<file path="src/rtl/vic_core.sv">
module vic_core #(
  parameter int DW        = 8,
  parameter int VEC_BASE  = 4,
  parameter int VEC_STEP  = 4,
  parameter int SYNC_LEN  = 2
) (
  input  logic          clk,
  input  logic          rst_n,
  input  logic [1:0]    ext_pin,
  input  logic [2:0]    tmr_ovf,
  input  logic          uart_evt,
  input  logic          stack_full,
  input  logic          irq_ack,
  output logic          irq_req,
  output logic [DW-1:0] irq_vec,
  output logic [5:0]    irq_sel,
  input  logic          reg_wr,
  input  logic          reg_addr,
  input  logic [DW-1:0] reg_wdata,
  output logic [DW-1:0] reg_rdata
);
  localparam int NSRC = 6;
  localparam int NEXT = 2;
  localparam int GBIT = DW - 1;

  logic [NSRC-1:0] flag_q, src_en_q, hw_set, elig, win_oh;
  logic            gen_q, take;
  logic [NEXT-1:0] ext_fall;
  logic [DW-1:0]   win_idx;

  genvar g;
  generate
    for (g = 0; g < NEXT; g++) begin : g_sync
      logic [SYNC_LEN:0] sh;
      always_ff @(posedge clk or negedge rst_n)
        if (!rst_n) sh <= '1;
        else        sh <= {sh[SYNC_LEN-1:0], ext_pin[g]};
      assign ext_fall[g] = sh[SYNC_LEN] & ~sh[SYNC_LEN-1];
    end
  endgenerate

  assign hw_set = {tmr_ovf[2], uart_evt, tmr_ovf[1], tmr_ovf[0], ext_fall};
  assign elig   = flag_q & src_en_q;

  always_comb begin
    win_oh  = '0;
    win_idx = '0;
    for (int i = NSRC - 1; i >= 0; i--)
      if (elig[i]) begin
        win_oh    = '0;
        win_oh[i] = 1'b1;
        win_idx   = DW'(i);
      end
  end

  assign irq_req = (|elig) & gen_q & ~stack_full;
  assign irq_sel = irq_req ? win_oh : '0;
  assign irq_vec = DW'(VEC_BASE) + win_idx * DW'(VEC_STEP);
  assign take    = irq_req & irq_ack;

  always_ff @(posedge clk or negedge rst_n) begin
    if (!rst_n) begin
      flag_q   <= '0;
      src_en_q <= '0;
      gen_q    <= 1'b0;
    end else begin
      logic [NSRC-1:0] f;
      f = (reg_wr && reg_addr) ? reg_wdata[NSRC-1:0] : flag_q;
      if (take) f = f & ~win_oh;
      flag_q <= f | hw_set;
      if (reg_wr && !reg_addr) begin
        src_en_q <= reg_wdata[NSRC-1:0];
        gen_q    <= reg_wdata[GBIT] & ~take;
      end else if (take) begin
        gen_q <= 1'b0;
      end
    end
  end

  assign reg_rdata = reg_addr ? DW'(flag_q)
                              : ((DW'(gen_q) << GBIT) | DW'(src_en_q));
endmodule


</file>
<file path="config.mk">
export PLATFORM = sky130hd
export DESIGN_NAME = vic_core
export DESIGN_NICKNAME = d
export VERILOG_FILES = /design/src/rtl/vic_core.sv
export SDC_FILE = /design/constraint.sdc
export NUM_CORES = 1
export LEC_CHECK = 0
export BUFFER_PORTS_ARGS = -buffer_cell sky130_fd_sc_hd__buf_4
export CORE_UTILIZATION = 51
export CTS_CLUSTER_SIZE = 14
export DETAILED_ROUTE_END_ITERATION = 12
export GPL_TIMING_DRIVEN = 0
export PLACE_DENSITY = 0.79
export RECOVER_POWER = 25
export SETUP_SLACK_MARGIN = 0.02
export SYNTH_ARGS = -nofsm -noshare
export SYNTH_HDL_FRONTEND = slang
export SYNTH_SLANG_ARGS = --single-unit
</file>
<file path="constraint.sdc">
create_clock -name clk -period 2.6 [get_ports clk]
set_input_delay 0.26 -clock clk [delete_from_list [all_inputs] [get_ports clk]]
set_output_delay 0.26 -clock clk [all_outputs]
set_load 0.01 [all_outputs]
</file>
==> summary.md, run 1 <==
| Metric | Value |
|---|---|
| Status | completed |
| Starting Density | 0.5473 |
| EDFF count, synth | 0 |
| CP delay by family, top | flip-flops |
| Full die area | 2316 sq um |
| Worst skew pair latency | 0.30 ns |
| Final wirelength | 2163 microns |
| Max Cap Viol | 0 |
| Slew Viols, Final | 0 |
| Final Wtd Congestion | 0.7331 |
| Slew HR | 0.3449 |
| Final number of setup-violating endpoints | 0 |
| CP cell instances | nand2_1 > nand3_1 > a21boi_1 > o21a_1 > ha_1 > xor2_1 > buf_4 |
| Setup slack, reg-to-reg | 1.46 ns |
| Number of global-route vias before repair | 748 |
| Crit path launch type | flip-flop |
| HPWL after DPL | 1603 microns |
| Final-stage net count | 161 |
| Top Ports | 43 |
| Post-synth cell types | 32 |
| Synth cell count leaders | dfrtp_1 (13), nor3_1 (8) |
| Most common cell in the netlist | dfrtp_1 |
| Total CTS buffers | 3 |
| Final setup TNS | 0 ns |
| Worst Skew | 0.003700 ns |
| RR Startpoint | flag_q[3] |
| Area grow syn2layout | 31.37% |
| Worst-margin pin slew | 0.9827 ns |
| Max stage delay on crit path | 0.41 ns |
| Vias per inst | 5.006 |
| Dpl cell area | 1393 sq um |
| Routed len/inst | 13.03 microns |
| Share of layout cells above drive strength 1 | 0.5108 |
| Required time worst endpoint | 2.34 ns |
| DR iter-0 viols | 16 |
| Core ar. | 1982 sq um |
| CTS tree | yes |
| Crit path kind | reg -> out |
| Via count | 831 |
| Dominant cells by area after synthesis | dfrtp_1 (30%), dfstp_2 (15%), mux2_4 (8.3%) |
| Crit-path max FO | 5 |
| GRT Overall Usage | 0.2211 |
| Max stage delay cell, worst path | dfrtp_1 |
| # clock sinks | 19 |
| Die outline height | 48.12 microns |
| Finished Cell Area | 1425 sq um |
| Worst Setup End Kind | output pin |
| Grt ovf | 0 |
| Cell count of the worst reg-to-reg path | 4 |
| ANT nets after route | 0 |
| Horiz. Die Dim | 48.12 microns |
| Worst path bufs/invs | 1 |
| IO Port Bufs | 34 |
| Synth Instances | 95 |
| Worst Setup SP | src_en_q[4] |
| # fillers | 163 |
| Worst setup path endpoint | irq_vec[4] |
| Largest net degree at the start of global routing | 20 |
| Clock transition at path regs | 0.10 ns |
| LEAKAGE | 0.6951 nW |
| Final period util | 0.7957 |
| Final hold violations | 0 |
| Worst hold path type | in -> reg |
| Clock period minus worst slack | 2.069 ns |
| Cts repair resizes | 0 |
| Antenna diodes | 0 |
| Peak VDD IR | 0.4531 mV |
| Main synth FF type | dfrtp_1 |
| Power density cells | 550.2 nW/um^2 |
| Post-synth top area share | 0.2999 |
| Top sig layer | met4 |
| Met2 wire len | 1058 microns |
| Mapped Area | 1085 sq um |
| H-tree levels | 1 |
| Async SR Flop Fraction | 1.000 |
| Register area share after synthesis | 0.4452 |
| Met3 wire length | 164 microns |
| Clk buf depth | 2 |
| Stages on the worst setup path | 7 |
| Wl on met1 | 901 microns |
| CTS root buf | clkbuf_4 |
| DR pass1 iterations | 4 |
| FMAX | 483.4 MHz |
| Synthesis Warnings | 0 |
| Leading area contributor after synthesis | dfrtp_1 |
| First-pass GRT wire length | 3298 microns |
| Drt drc | 0 |
| Worst r2r dst | flag_q[4] |
| Crit path arrival time | 1.81 ns |
| Register bit total from synthesis | 19 |
| Antenna violations before repair | 0 |
| Synthesized area per cell | 11.42 sq um |
| Row count | 16 |
| RSZ-0062 raised after global routing | false |
==> sequential cells by signal, summed over array words and instances, names as in the netlist <==
register,flops
gen_q,1
src_en_q,6
flag_q,6
g_sync.sh,6
==> placed cells by master (no fill, tap or decap), drive strengths merged <==
master	count
a21oi	2
nand3b	1
buf	39
o21a	1
o22ai	1
nand2b	3
mux2	12
clkbuf	7
dlygate4sd3	1
inv	3
a21boi	1
ha	1
o221a	1
nor3	8
o21ai	2
xor2	1
nor2b	2
nand2	9
mux2i	5
nand4	1
dfrtp	13
dfstp	6
o21bai	4
nand3	3
conb	6
o221ai	1
nor2	5
==> metal layers <==
metal / up-vias / global-route usage
li1: 405 / -
met1: 382 / 0.2833
met2: 39 / 0.3541
met3: 5 / 0.05556
met4: 0 / 0.1000
met5: - / 0
==> worst min-delay path by stage <==
stage | startpoint | to | slack (ns) | cells past startpoint
floorplan | rst_n | flag_q[0] | -0.04 | 0
global placement | rst_n | flag_q[3] | 0.14 | 1
detailed placement | rst_n | flag_q[3] | 0.14 | 1
CTS | ext_pin[1] | g_sync[1].sh[0] | 0.04 | 1
global route | ext_pin[1] | g_sync[1].sh[0] | 0.03 | 1
finish | ext_pin[1] | g_sync[1].sh[0] | 0.06 | 1
==> where the power goes <==
part | switching, W | total [W] | internal [W]
Clock | 0.0000898 | 0.000150 | 0.0000599
Combinational | 0.000131 | 0.000275 | 0.000144
Sequential | 0.0000304 | 0.000359 | 0.000329
==> logic make-up (layout without fill, tap and decap cells) <==
group | after synthesis | count (layout) | share of synthesized area
and+or+nand+nor | 32 | 32 | 0.1799
AOI/OAI and AO/OA | 13 | 13 | 0.08767
muxes | 17 | 17 | 0.1915
other | 1 | 6 | 0.003457
adders and majority gates | 1 | 1 | 0.01153
DFF | 19 | 19 | 0.4452
buffers and inverters | 11 | 50 | 0.07266
xor gates and xnor gates | 1 | 1 | 0.008075
==> worst reg2reg max path, delay by kind of cell (launching register included) <==
family           cells  cell delay, ns
AO/OA/AOI/OAI        1            0.10
flip-flops           1            0.44
AND/OR/NAND/NOR      3            0.50
==> final cells by class <==
type | count | area (sq um) | area share
Timing Repair Buffer | 35 | 261.5 | 0.1835
Buffer | 8 | 67.56 | 0.04741
Multi-Input combinational cell | 70 | 541.8 | 0.3802
Sequential cell | 19 | 483.0 | 0.3389
Clock buffer | 4 | 26.28 | 0.01844
Inverter | 3 | 11.26 | 0.007902
Tap cell | 27 | 33.78 | 0.02370
==> per-stage QoR <==
step                      cells  hold WS [ns]    util  setup slack, ns  total power, W
after floorplan             100      -0.03559       -            1.048       0.0005300
after global routing        166       0.03071  0.7191           0.3846       0.0008392
final                       166       0.05701  0.7191           0.5312       0.0007840
after CTS                   166       0.04331  0.7210           0.5300       0.0007922
after global placement      161        0.1409  0.7027           0.9041       0.0006315
after detailed placement    161        0.1412  0.7027           0.8724       0.0006394
==> what timing repair did <==
item | in CTS | in global routing
endpoints found under the hold margin | 13 | 0
hold buffers | 1 | 0
setup buffers | 0 | 0
Power figures use the tool's default switching activity.
==> run 2: changes to the inputs <==
--- a/config.mk
+++ b/config.mk
@@ -6,11 +6,11 @@
 export NUM_CORES = 1
 export LEC_CHECK = 0
 export BUFFER_PORTS_ARGS = -buffer_cell sky130_fd_sc_hd__buf_4
-export CORE_UTILIZATION = 51
+export CORE_UTILIZATION = 43
 export CTS_CLUSTER_SIZE = 14
 export DETAILED_ROUTE_END_ITERATION = 12
 export GPL_TIMING_DRIVEN = 0
-export PLACE_DENSITY = 0.79
+export PLACE_DENSITY = 0.71
 export RECOVER_POWER = 25
 export SETUP_SLACK_MARGIN = 0.02
 export SYNTH_ARGS = -nofsm -noshare
==> constraint.sdc (replaced) <==
create_clock -name clk -period 1.7 [get_ports clk]
set_input_delay 0.17 -clock clk [delete_from_list [all_inputs] [get_ports clk]]
set_output_delay 0.17 -clock clk [all_outputs]
set_load 0.01 [all_outputs]
==> run 2 against run 1 <==
Net effect: the run now ends with setup timing left; flip-flop and latch count is the same; final cell count rose by 7.2%; via count is 7.1% higher; clock power up 51%; cell area is 9.9% higher; clock skew grew 0.0024 ns; register-to-register slack got worse by 0.98 ns; non-clock buffer count rose by 11; first-iteration DRC count shrank 44%; largest power group unchanged.
==> summary.md, run 2 (same netlist as run 1, synthesis figures left out) <==
| Metric | Value |
|---|---|
| Status | finished with violations (was completed) |
| Violated checks | setup timing |
| IO Port Bufs | 34 (unchanged) |
| LEAKAGE | 0.7513 nW (was 0.6951 nW) |
| Final wirelength | 2401 microns (was 2163 microns) |
| Crit path kind | reg -> out (unchanged) |
| Total CTS buffers | 3 (unchanged) |
| Dpl cell area | 1394 sq um (was 1393 sq um) |
| HPWL after DPL | 1681 microns (was 1603 microns) |
| Met3 wire length | 127 microns (was 164 microns) |
| First-pass GRT wire length | 3815 microns (was 3298 microns) |
| Crit-path max FO | 3 (was 5) |
| Vias per inst | 5.000 (was 5.006) |
| Largest net degree at the start of global routing | 20 (unchanged) |
| Via count | 890 (was 831) |
| CTS tree | yes (unchanged) |
| Final setup TNS | -0.1375 ns (was 0 ns) |
| Grt ovf | 0 (unchanged) |
| CTS root buf | clkbuf_4 (unchanged) |
| Top Ports | 43 (unchanged) |
| Combinational share of power | 0.405 (was 0.351) |
| Die outline height | 52.23 microns (was 48.12 microns) |
| Power density cells | 825.8 nW/um^2 (was 550.2 nW/um^2) |
| Sequential power share | 0.420 (was 0.458) |
| Final-stage net count | 172 (was 161) |
| Total power | 0.001294 W (was 0.0007840 W) |
| Worst-margin pin slew | 0.9698 ns (was 0.9827 ns) |
| Worst setup path endpoint | irq_vec[4] (unchanged) |
| Worst skew pair latency | 0.30 ns (about the same) |
| Final hold violations | 0 (unchanged) |
| RR Startpoint | src_en_q[2] (was flag_q[3]) |
| Routed len/inst | 13.49 microns (was 13.03 microns) |
| Largest regs | flag_q x6, g_sync.sh x6, src_en_q x6 (unchanged) |
| Worst Setup SP | src_en_q[4] (unchanged) |
| Slew HR | 0.3535 (was 0.3449) |
| Horiz. Die Dim | 52.23 microns (was 48.12 microns) |
| Number of global-route vias before repair | 843 (was 748) |
| Area grow syn2layout | 44.41% (was 31.37%) |
| Setup slack, reg-to-reg | 0.48 ns (was 1.46 ns) |
| Finished Cell Area | 1567 sq um (was 1425 sq um) |
| Max Cap Viol | 0 (unchanged) |
| Max stage delay on crit path | 0.41 ns (about the same) |
| Clock period minus worst slack | 1.805 ns |
| ANT nets after route | 0 (unchanged) |
| RSZ-0062 raised after global routing | true (was false) |
| Clock transition at path regs | 0.11 ns (was 0.10 ns) |
| Drt drc | 0 (unchanged) |
| Met2 wire len | 1181 microns (was 1058 microns) |
| DR pass1 iterations | 4 (unchanged) |
| Final Util | 0.6819 (was 0.7191) |
| Required time worst endpoint | 1.53 ns (was 2.34 ns) |
| Antenna violations before repair | 0 (unchanged) |
| Top sig layer | met4 (unchanged) |
| Worst r2r dst | flag_q[4] (unchanged) |
| Peak VDD IR | 0.4341 mV (was 0.4531 mV) |
| Setup ws final | -0.1050 ns (was 0.5312 ns) |
| Clock Power Share | 0.175 (was 0.191) |
| GRT Overall Usage | 0.1984 (was 0.2211) |
| Worst Skew | 0.006073 ns (was 0.003700 ns) |
| Row count | 17 (was 16) |
| Worst hold path type | in -> reg (unchanged) |
| Slew Viols, Final | 0 (unchanged) |
| Final number of setup-violating endpoints | 2 (was 0) |
| Wl on met1 | 1057 microns (was 901 microns) |
| Most frequent cells in the layout | buf_4 (47), dfrtp_1 (13), nor3_1 (7) (was buf_4 (37), dfrtp_1 (13), nor3_1 (8)) |
| Starting Density | 0.4722 (was 0.5473) |
| FMAX | 554.0 MHz |
| Crit path launch type | flip-flop (unchanged) |
| Worst Setup End Kind | output pin (unchanged) |
| Antenna diodes | 0 (unchanged) |
| # clock sinks | 19 (unchanged) |
| Max stage delay cell, worst path | dfrtp_1 (unchanged) |
| Most common cell after layout, fill and taps aside | buf_4 (unchanged) |
| NetSw | 0.0004217 W (was 0.0002513 W) |
| H-tree levels | 1 (unchanged) |
| Share of layout cells above drive strength 1 | 0.5933 (was 0.5108) |
| Hold WS | 0.06041 ns (was 0.05701 ns) |
| Crit path arrival time | 1.63 ns (was 1.81 ns) |
| DR iter-0 viols | 9 (was 16) |
| Sw frac | 0.3260 (was 0.3205) |
| CP cell instances | nand2_2 > nand3_2 > a21boi_2 > o21a_1 > ha_4 > xor2_2 > buf_4 (was nand2_1 > nand3_1 > a21boi_1 > o21a_1 > ha_1 > xor2_1 > buf_4) |
| P_int | 0.0008719 W (was 0.0005327 W) |
| Core ar. | 2297 sq um (was 1982 sq um) |
| Clk buf depth | 2 (unchanged) |
| Final period util | 1.062 |
| Full die area | 2727 sq um (was 2316 sq um) |
| Final Wtd Congestion | 0.8066 (was 0.7331) |
| Cell count of the worst reg-to-reg path | 5 (was 4) |
==> run 2: cell count changes in the layout (fill, tap and decap cells not counted), moves of 2 or more <==
| cell | change |
|---|---|
| buf_4 | +10 |
| clkbuf_4 | -2 |
| dlygate4sd3_1 | +2 |
| nand2_1 | -2 |
| nand2_2 | +2 |
==> run 2: cell type report <==
class,count,area [sq um]
Inverter,3,11.26
Clock buffer,3,22.52
Fill cell,193,730.7
Tap cell,28,35.03
Buffer,8,67.56
Timing Repair Buffer,46,352.8
Sequential cell,19,483.0
Multi-Input combinational cell,70,589.3
Clock inverter,1,5.005
==> run 2: worst min path at each step <==
| stage | start | endpoint | slack [ns] | cells after the start |
|---|---|---|---|---|
| 3_5_place_dp | rst_n | flag_q[3] | 0.06 | 1 |
| 5_1_grt | tmr_ovf[2] | flag_q[5] | 0.05 | 2 |
| 2_1_floorplan | rst_n | flag_q[0] | -0.13 | 0 |
| 6_report | tmr_ovf[1] | flag_q[3] | 0.06 | 2 |
| 4_1_cts | tmr_ovf[2] | flag_q[5] | 0.06 | 2 |
| 3_3_place_gp | rst_n | flag_q[1] | 0.05 | 1 |
==> run 2: what timing repair did <==
item | 4_1_cts | 5_1_grt
hold buffers | 3 | 0
endpoints found under the setup margin | 2 | 5
buffers inserted | 9 | 0
resized for setup | 5 | 6
pin swaps | 4 | 5
hold endpoints to repair | 21 | 0
==> run 2: power by group through the flow <==
stage	combinational, W	sequential (W)	clock, W
final	0.000523	0.000544	0.000227
after global routing	0.000569	0.000551	0.000257
after CTS	0.000494	0.000544	0.000238
after detailed placement	0.000423	0.000556	0
after global placement	0.000417	0.000551	0
after floorplan	0.000266	0.000545	0
==> run 2: critical path: cells and delay by family, from the launching register on <==
family	cells	cell delay, ns
xor+xnor	1	0.11
flops	1	0.41
compound gates	2	0.34
fa+ha+maj	1	0.14
simple gates	2	0.21
buf+inv	1	0.13
==> run 2: stage by stage <==
step / instances / setup slack, ns
floorplan: 100 / 0.2378
global placement: 162 / 0.07335
detailed placement: 162 / 0.06928
CTS: 178 / -0.07616
global route: 178 / -0.2295
finish: 178 / -0.1050
==> run 2: layer usage <==
layer  global-route usage  vias to the layer above
met3              0.03478                        4
met5                    0                        -
met4               0.1053                        0
met2               0.3034                       30
met1               0.2661                      426
li1                     -                      430
==> run 3: changes to the inputs <==
--- a/config.mk
+++ b/config.mk
@@ -6,12 +6,12 @@
 export NUM_CORES = 1
 export LEC_CHECK = 0
 export BUFFER_PORTS_ARGS = -buffer_cell sky130_fd_sc_hd__buf_4
-export CORE_UTILIZATION = 43
+export CORE_UTILIZATION = 45
+export CTS_BUF_LIST = sky130_fd_sc_hd__clkbuf_8
 export CTS_CLUSTER_SIZE = 14
 export DETAILED_ROUTE_END_ITERATION = 12
 export GPL_TIMING_DRIVEN = 0
-export PLACE_DENSITY = 0.71
-export RECOVER_POWER = 25
+export PLACE_DENSITY = 0.74
 export SETUP_SLACK_MARGIN = 0.02
 export SYNTH_ARGS = -nofsm -noshare
 export SYNTH_HDL_FRONTEND = slang
==> run 3 against run 2 <==
Net effect: clock skew rose by 0.00083 ns; via count rose by 1.5%; the flow still finishes with violations (setup timing); register-to-register slack barely moved; flip-flop and latch count did not move; worst setup slack improved by 0.027 ns; count of clock-buffer cells in the layout did not move; non-clock buffer count fell by 3; first-iteration DRC count rose by 22%.
==> summary.md, run 3 (same netlist as run 1, synthesis figures left out) <==
| Metric | Value |
|---|---|
| IO Port Bufs | 34 (unchanged) |
| Most common cell after layout, fill and taps aside | buf_4 (unchanged) |
| Sequential Area | 483.0 sq um (unchanged) |
| Share of layout cells above drive strength 1 | 0.5918 (was 0.5933) |
| Violated checks | setup timing (unchanged) |
| First-pass GRT wire length | 3670 microns (was 3815 microns) |
| Placement Setup Slack | 0.06755 ns (was 0.06928 ns) |
| Final hold violations | 0 (unchanged) |
| Largest net degree at the start of global routing | 20 (unchanged) |
| Total power | 0.001363 W (was 0.001294 W) |
| Starting Density | 0.4857 (was 0.4722) |
| Crit path launch type | flip-flop (unchanged) |
| Top Ports | 43 (unchanged) |
| Worst hold path type | in -> reg (unchanged) |
| Worst Setup SP | flag_q[4] (was src_en_q[4]) |
| Antenna diodes | 0 (unchanged) |
| CTS tree | yes (unchanged) |
| Hold Path Origin | ext_pin[1] (was tmr_ovf[1]) |
| DR iter-0 viols | 11 (was 9) |
| Antenna violations before repair | 0 (unchanged) |
| Max Cap Viol | 0 (unchanged) |
| Setup ws final | -0.07781 ns (was -0.1050 ns) |
| Via count | 903 (was 890) |
| FMAX | 562.5 MHz (was 554.0 MHz) |
| Worst Setup End Kind | output pin (unchanged) |
| DR pass1 iterations | 5 (was 4) |
| Final Util | 0.6930 (was 0.6819) |
| Peak VDD IR | 0.6456 mV (was 0.4341 mV) |
| Final Wtd Congestion | 0.7688 (was 0.8066) |
| H-tree levels | 1 (unchanged) |
| RR Startpoint | src_en_q[2] (unchanged) |
| LEAKAGE | 0.7511 nW (was 0.7513 nW) |
| Row count | 17 (unchanged) |
| Area grow syn2layout | 42.68% (was 44.41%) |
| ANT nets after route | 0 (unchanged) |
| Full die area | 2611 sq um (was 2727 sq um) |
| Final setup TNS | -0.07781 ns (was -0.1375 ns) |
| Core ar. | 2233 sq um (was 2297 sq um) |
| Horiz. Die Dim | 51.10 microns (was 52.23 microns) |
| Most frequent cells in the layout | buf_4 (47), dfrtp_1 (13), nor3_1 (7) (unchanged) |
| Die outline height | 51.10 microns (was 52.23 microns) |
| Routed len/inst | 13.39 microns (was 13.49 microns) |
| Final wirelength | 2343 microns (was 2401 microns) |
| Power density cells | 881.0 nW/um^2 (was 825.8 nW/um^2) |
| Crit path arrival time | 1.61 ns (was 1.63 ns) |
| Clock period minus worst slack | 1.778 ns (was 1.805 ns) |
| Area occupied by multi-input gates | 576.8 sq um (was 589.3 sq um) |
| CTS root buf | clkbuf_8 (was clkbuf_4) |
| Final number of setup-violating endpoints | 1 (was 2) |
| Clk buf depth | 2 (unchanged) |
| Clock transition at path regs | 0.07 ns (was 0.11 ns) |
| Drt drc | 0 (unchanged) |
| Number of global-route vias before repair | 824 (was 843) |
| Vias per inst | 5.160 (was 5.000) |
| HPWL after DPL | 1625 microns (was 1681 microns) |
| Crit path kind | reg -> out (unchanged) |
| Crit-path max FO | 3 (unchanged) |
| Grt ovf | 0 (unchanged) |
| Slew Viols, Final | 0 (unchanged) |
| Total CTS buffers | 3 (unchanged) |
| Worst skew pair latency | 0.26 ns (was 0.30 ns) |
| Final-stage net count | 169 (was 172) |
| # fillers | 172 (was 193) |
| Worst Skew | 0.006901 ns (was 0.006073 ns) |
| Largest regs | flag_q x6, g_sync.sh x6, src_en_q x6 (unchanged) |
| Status | finished with violations (unchanged) |
| # clock sinks | 19 (unchanged) |
| RSZ-0062 raised after global routing | true (unchanged) |
| Final period util | 1.046 (was 1.062) |
| GRT Overall Usage | 0.1972 (was 0.1984) |
| Required time worst endpoint | 1.53 ns (about the same) |
| Setup slack, reg-to-reg | 0.49 ns (was 0.48 ns) |
==> run 3: metal layers <==
layer  global-route usage  share of wire  wire length, microns
met5                    0              0                     0
met4               0.1111          0.029                    68
met3              0.03274          0.062                   145
met2               0.3224           0.46                  1078
met1               0.2448           0.45                  1050
==> run 3: power by group <==
part	internal, W	switching, W	leakage (nW)
sequential	0.000503	0.0000449	0.203
clock	0.000161	0.000150	0.0269
combinational	0.000274	0.000232	0.521
==> run 3: stage by stage <==
step	area, sq um	hold WS, ns	std cells
2_1_floorplan	1104	-0.1256	100
3_3_place_gp	1394	0.05277	162
3_5_place_dp	1394	0.05748	162
4_1_cts	1505	0.01762	173
5_1_grt	1548	0.008516	175
6_report	1548	0.01891	175
==> run 3: worst paths after layout <==
| path | end | cells past startpoint |
|---|---|---|
| max | irq_vec[4] | 7 |
| min | g_sync[1].sh[0] | 1 |
| max reg2reg | flag_q[5] | 5 |
| min reg2reg | g_sync[0].sh[1] | 0 |
| max in group asynchronous | g_sync[0].sh[2] | 2 |
| min in group asynchronous | flag_q[0] | 2 |
==> run 3: layout make-up <==
cell class              instances  share of cell area
multi-input cells              70              0.3727
flip-flops and latches         19              0.3120
repair buffers                 43              0.2126
plain buffers                   8             0.04365
clock buffers                   3             0.02668
well taps                      28             0.02264
inverters                       3            0.007276
clock inverters                 1            0.002425
==> run 3: repair_timing <==
item,in CTS,in global routing
endpoints found under the setup margin,2,2
pin swaps,3,2
hold endpoints to repair,13,0
setup buffers,6,2
resized for setup,3,5
hold buffers,1,0
==> run 3: critical path: stages (launching register included) <==
cell and delay, ns:
dfrtp_1 0.39, nand2_2 0.09, nand3_2 0.10, a21boi_2 0.18, o21a_1 0.16, ha_4 0.14
xor2_1 0.14, buf_4 0.14
